**src/rtl/eic_pkg.sv**
```systemverilog
// Shared types for the error interrupt status controller.
// Assumes a fixed map of five word registers starting at offset zero.
package eic_pkg;

    localparam int REG_COUNT = 5;

    // Register selected by the current bus address.
    typedef enum logic [2:0] {
        RS_RAW   = 3'd0,
        RS_PEND  = 3'd1,
        RS_ENSET = 3'd2,
        RS_ENCLR = 3'd3,
        RS_EOI   = 3'd4,
        RS_NONE  = 3'd7
    } reg_sel_e;

    // One write strobe per writable register.
    typedef struct packed {
        logic raw_set;
        logic pend_clr;
        logic en_set;
        logic en_clr;
        logic eoi;
    } wr_strobe_t;

endpackage

```
**src/rtl/eic_decode.sv**
```systemverilog
// Address decoder: turns a bus access into a register select and write strobes.
// Assumes word-aligned registers; the two low address bits are ignored.
module eic_decode
    import eic_pkg::*;
#(
    parameter int ADDR_W = 8
) (
    input  logic              bus_sel,
    input  logic              bus_wr,
    input  logic [ADDR_W-1:0] bus_addr,
    output reg_sel_e          rd_sel,
    output wr_strobe_t        wr_strb
);

    localparam int IDX_W = ADDR_W - 2;

    logic [IDX_W-1:0] word_idx;
    reg_sel_e         hit_sel;

    assign word_idx = bus_addr[ADDR_W-1:2];

    // Map the word index onto a register, or to none.
    always_comb begin
        case (word_idx)
            IDX_W'(0): hit_sel = RS_RAW;
            IDX_W'(1): hit_sel = RS_PEND;
            IDX_W'(2): hit_sel = RS_ENSET;
            IDX_W'(3): hit_sel = RS_ENCLR;
            IDX_W'(4): hit_sel = RS_EOI;
            default:   hit_sel = RS_NONE;
        endcase
    end

    // Qualify the select with the access kind.
    always_comb begin
        rd_sel  = RS_NONE;
        wr_strb = '0;
        if (bus_sel && !bus_wr) begin
            rd_sel = hit_sel;
        end
        if (bus_sel && bus_wr) begin
            wr_strb.raw_set  = (hit_sel == RS_RAW);
            wr_strb.pend_clr = (hit_sel == RS_PEND);
            wr_strb.en_set   = (hit_sel == RS_ENSET);
            wr_strb.en_clr   = (hit_sel == RS_ENCLR);
            wr_strb.eoi      = (hit_sel == RS_EOI);
        end
    end

endmodule

```
**src/rtl/eic_status.sv**
```systemverilog
// Per-source raw status and enable bits.
// Raw bits are set by hardware events or by software, and cleared by software.
// A hardware event overrides a clear at the same edge.
module eic_status #(
    parameter int NUM_SRC = 3
) (
    input  logic               clk,
    input  logic               rst_n,
    input  logic [NUM_SRC-1:0] evt_i,
    input  logic [NUM_SRC-1:0] wbits,
    input  logic               raw_set,
    input  logic               pend_clr,
    input  logic               en_set,
    input  logic               en_clr,
    output logic [NUM_SRC-1:0] raw_q,
    output logic [NUM_SRC-1:0] en_q
);

    for (genvar k = 0; k < NUM_SRC; k++) begin : g_src
        logic set_k;
        logic clr_k;

        assign set_k = evt_i[k] | (raw_set & wbits[k]);
        assign clr_k = pend_clr & wbits[k];

        // Sticky raw bit; the set path has priority over the clear path.
        always_ff @(posedge clk) begin
            if (!rst_n) begin
                raw_q[k] <= 1'b0;
            end else if (set_k) begin
                raw_q[k] <= 1'b1;
            end else if (clr_k) begin
                raw_q[k] <= 1'b0;
            end
        end

        // Enable bit with separate set and clear ports.
        always_ff @(posedge clk) begin
            if (!rst_n) begin
                en_q[k] <= 1'b0;
            end else if (en_set && wbits[k]) begin
                en_q[k] <= 1'b1;
            end else if (en_clr && wbits[k]) begin
                en_q[k] <= 1'b0;
            end
        end
    end

endmodule

```
**src/rtl/eic_eoi.sv**
```systemverilog
// End-of-interrupt vector register with a one-cycle service strobe.
// Assumes the consumer samples the vector while the strobe is high.
module eic_eoi #(
    parameter int VEC_W = 8
) (
    input  logic             clk,
    input  logic             rst_n,
    input  logic             wr_eoi,
    input  logic [VEC_W-1:0] wvec,
    output logic [VEC_W-1:0] vec_q,
    output logic             pulse_q
);

    // Hold the last vector written.
    always_ff @(posedge clk) begin
        if (!rst_n) begin
            vec_q <= '0;
        end else if (wr_eoi) begin
            vec_q <= wvec;
        end
    end

    // Strobe for one cycle after each write.
    always_ff @(posedge clk) begin
        if (!rst_n) begin
            pulse_q <= 1'b0;
        end else begin
            pulse_q <= wr_eoi;
        end
    end

endmodule

```
**src/rtl/err_irq_ctrl.sv**
```systemverilog
// Top of the error interrupt status controller.
// Collects event lines into one interrupt and serves the register bus.
// Assumes a single-cycle bus with combinational read data.
module err_irq_ctrl
    import eic_pkg::*;
#(
    parameter int NUM_SRC = 3,
    parameter int ADDR_W  = 8,
    parameter int DATA_W  = 32,
    parameter int VEC_W   = 8
) (
    input  logic              clk,
    input  logic              rst_n,
    input  logic [NUM_SRC-1:0] evt_i,
    input  logic              bus_sel,
    input  logic              bus_wr,
    input  logic [ADDR_W-1:0] bus_addr,
    input  logic [DATA_W-1:0] bus_wdata,
    output logic [DATA_W-1:0] bus_rdata,
    output logic              irq_o,
    output logic              eoi_pulse_o,
    output logic [VEC_W-1:0]  eoi_vec_o
);

    reg_sel_e           rd_sel;
    wr_strobe_t         wr_strb;
    logic [NUM_SRC-1:0] raw_q;
    logic [NUM_SRC-1:0] en_q;
    logic [NUM_SRC-1:0] pend;
    logic [VEC_W-1:0]   vec_q;
    logic               unused_bits;

    assign unused_bits = ^{bus_wdata[DATA_W-1:NUM_SRC], bus_addr[1:0]};

    eic_decode #(.ADDR_W(ADDR_W)) u_decode (
        .bus_sel  (bus_sel),
        .bus_wr   (bus_wr),
        .bus_addr (bus_addr),
        .rd_sel   (rd_sel),
        .wr_strb  (wr_strb)
    );

    eic_status #(.NUM_SRC(NUM_SRC)) u_status (
        .clk      (clk),
        .rst_n    (rst_n),
        .evt_i    (evt_i),
        .wbits    (bus_wdata[NUM_SRC-1:0]),
        .raw_set  (wr_strb.raw_set),
        .pend_clr (wr_strb.pend_clr),
        .en_set   (wr_strb.en_set),
        .en_clr   (wr_strb.en_clr),
        .raw_q    (raw_q),
        .en_q     (en_q)
    );

    eic_eoi #(.VEC_W(VEC_W)) u_eoi (
        .clk     (clk),
        .rst_n   (rst_n),
        .wr_eoi  (wr_strb.eoi),
        .wvec    (bus_wdata[VEC_W-1:0]),
        .vec_q   (vec_q),
        .pulse_q (eoi_pulse_o)
    );

    assign pend      = raw_q & en_q;
    assign irq_o     = |pend;
    assign eoi_vec_o = vec_q;

    // Read multiplexer; unselected or unmapped reads return zero.
    always_comb begin
        case (rd_sel)
            RS_RAW:   bus_rdata = DATA_W'(raw_q);
            RS_PEND:  bus_rdata = DATA_W'(pend);
            RS_ENSET: bus_rdata = DATA_W'(en_q);
            RS_ENCLR: bus_rdata = DATA_W'(en_q);
            RS_EOI:   bus_rdata = DATA_W'(vec_q);
            default:  bus_rdata = '0;
        endcase
    end

endmodule

```
**config.mk**
```make
export PLATFORM = sky130hd
export DESIGN_NAME = err_irq_ctrl
export DESIGN_NICKNAME = d
export VERILOG_FILES = /design/src/rtl/eic_pkg.sv /design/src/rtl/eic_decode.sv /design/src/rtl/eic_status.sv /design/src/rtl/eic_eoi.sv /design/src/rtl/err_irq_ctrl.sv
export SDC_FILE = /design/constraint.sdc
export NUM_CORES = 1
export LEC_CHECK = 0
export BUFFER_PORTS_ARGS = -buffer_cell sky130_fd_sc_hd__buf_2
export CAP_MARGIN = 20
export CELL_PAD_IN_SITES_DETAIL_PLACEMENT = 1
export CELL_PAD_IN_SITES_GLOBAL_PLACEMENT = 2
export CORE_MARGIN = 2
export CORE_UTILIZATION = 17
export CTS_BUF_LIST = sky130_fd_sc_hd__clkbuf_4
export CTS_CLUSTER_SIZE = 25
export DETAILED_ROUTE_END_ITERATION = 7
export PLACE_DENSITY_LB_ADDON = 0.08
export SYNTH_ARGS = -nofsm -noshare
export SYNTH_HDL_FRONTEND = slang
export SYNTH_SLANG_ARGS = --single-unit
```
**constraint.sdc**
```tcl
create_clock -name clk -period 1.1 [get_ports clk]
set_input_delay 0.055 -clock clk [delete_from_list [all_inputs] [get_ports clk]]
set_output_delay 0.055 -clock clk [all_outputs]
set_load 0.02 [all_outputs]
```
==> metrics.yaml <==
status: "finished with violations"
violations: "setup timing"
ir_drop_mv: 0.261
finalHoldViolCount: 0
synth_edf_count: 0
finalSetupTns_ns: -1.32
core_area_sq_um: 5570
start_kind: "flip-flop"
overflow: 0
num_antenna_cells: 0
htree_levels: 1
fillers: 675
power_density_nw_per_um2: 818
grt_first_pass_wirelength_um: 5160
p_total_mw: 1.22
final_net_count: 224
dieArea_sq_um: 6500
r2r-start: "u_status.raw_q[0]$_SDFFE_PN0P_"
routed_wl_um: 3410
grt_pass1_vias: 1004
cap_violations: 0
cts_tree: "done"
required_ns: 1.04
arrival_ns: 1.25
gp_congestion: 0.671
area.growth.synth_to_final_pct: 49.6
drt_iter0_markers: 32
fin_util_pct: 26.8
grt_max_degree: 13
slew_violations: 0
synth_seq_cells: 15
worstSetupPathType: "flip-flop to output port"
numCtsBuffers: 3
fmax_mhz: 767
rows: 27
setup_viol: 9
via_per_inst: 4.18
die_w_um: 80.6
worst_slack_ns: -0.203
post-dp-hpwl_um: 2610
crit_path_end_kind: "output port"
worstSkewPairLatency_ns: 0.30
path_clk_slew_ns: 0.11
cp_max_fo: 3
syn_avg_cell_area_sq_um: 8.53
first_pass_iters: 4
synth_warnings: 0
final.min_clock_period_ns: 1.30
grt_antenna_before_repair: 0
dp_slack_ns: -0.223
synth.distinct_cells: 33
ys.flop_type: "dfxtp_1"
start_util_pct: 17.9
io_pins: 89
ys_seq_area_share_pct: 30.1
root_buffer: "clkbuf_4"
syn_area_sq_um: 998
track_usage_pct: 10.6
cts.sinks: 15
io_buffers: 38
wl_per_cell_um: 13.7
drive_above_1_share_pct: 46.0
drc_errors: 0
hold_start: "bus_wdata[6]"
p_leak_nw: 0.658
clk_path_buf_depth: 2
die-height_um: 80.6
clock_skew_ns: 0
async_reset_ff_share_pct: 0
rsz0062_at_grt: "true"
via_count: 1037
hold_path_class: "input pin to flip-flop"
final_antenna_net_count: 0
fin_crit_sh_pct: 118
crit_path_start: "u_status.raw_q[2]$_SDFFE_PN0P_"
synthCells: 117
[Yosys cell counts, types with 2 or more instances]
cell type / instances / area, sq um
buf_4: 24 / 180
dfxtp_1: 15 / 300
a21oi_1: 10 / 50.1
nand3_1: 9 / 45.0
o21ai_1: 8 / 40.0
and2_1: 5 / 31.3
nand2_1: 5 / 18.8
a221o_1: 3 / 30.0
a311oi_1: 3 / 26.3
a31oi_1: 3 / 18.8
a41oi_1: 3 / 26.3
buf_2: 3 / 15.0
inv_1: 3 / 11.3
clkbuf_1: 2 / 7.51
nor2_1: 2 / 7.51
o221ai_1: 2 / 17.5
[stage by stage]
step	std cells	hold WS (ns)	cell area (sq um)
2_1_floorplan	140	0.161	1100
3_3_place_gp	233	0.280	1270
3_5_place_dp	233	0.286	1270
4_1_cts	245	0.000205	1450
5_1_grt	248	0.000985	1490
6_report	248	0.00678	1490
[worst paths after layout]
path	slack (ns)	endpoint	depth (start not counted)
max	-0.20	irq_o	3
min reg2reg	0.51	u_eoi.vec_q[6]$_SDFFE_PN0P_	2
max reg2reg	0.18	u_status.raw_q[0]$_SDFFE_PN0P_	4
min	0.007	u_eoi.vec_q[6]$_SDFFE_PN0P_	3
[report_power, final]
group,internal [mW],switching (mW),leakage [nW],total [mW]
Combinational,0.120,0.174,0.517,0.294
Sequential,0.556,0.0100,0.123,0.566
Clock,0.136,0.226,0.0177,0.361
Total,0.812,0.410,0.658,1.22
[critical path: stages, from the launching register on]
cell	delay [ns]
dfxtp_1	0.35
a222oi_1	0.37
inv_1	0.07
buf_2	0.16
[flip-flops by register name, indices dropped and copies added, names as in the netlist]
register / count
u_eoi.pulse_q: 1
u_eoi.vec_q: 8
u_status.en_q: 3
u_status.raw_q: 3
[timing repair]
item	in CTS	in global routing
buffers inserted	1	3
hold endpoints to repair	7	0
gates cloned	0	0
gates resized for setup	27	5
hold buffers	7	0
pin swaps	9	3
endpoints found under the setup margin	9	9
[cells in the final DEF (no fill, tap or decap), types with 2 or more instances in the layout]
master and instances:
buf_6 11, a311oi_1 3, buf_4 18, a21oi_1 8, or4b_4 2, a21oi_2 2
nand2_1 5, o21ai_1 8, inv_1 3, dfxtp_2 4, a41oi_1 3, conb_1 24
buf_2 27, dfxtp_1 11, clkbuf_4 3, dlygate4sd3_1 7, a221o_1 3, a31oi_1 3
and2_4 5, nand3_1 9
[final cells by class]
class                   instances  area (sq um)  share of cell area [%]
multi-input cells              91           596                    39.9
well taps                      72          90.1                    6.03
flip-flops and latches         15           305                    20.4
clock inverters                 1          5.00                   0.335
inverters                       3          11.3                   0.754
repair buffers                 63           464                    31.1
clock buffers                   3          22.5                    1.51
[cells by family after synthesis]
kind of cell | synth area share [%]
DFF | 30.1
other | 0.376
buffers and inverters | 22.9
and+or+nand+nor | 23.2
AOI/OAI and AO/OA | 23.4
[metal layers]
| metal | global-route usage [%] | vias up | wire length (um) |
|---|---|---|---|
| met5 | 0 | - | 0 |
| met3 | 1.12 | 2 | 129 |
| met4 | 5.76 | 0 | 31 |
| met2 | 17.8 | 30 | 1730 |
| li1 | - | 502 | - |
| met1 | 13.2 | 503 | 1520 |
Note: power is estimated with default switching activity, not from simulation.
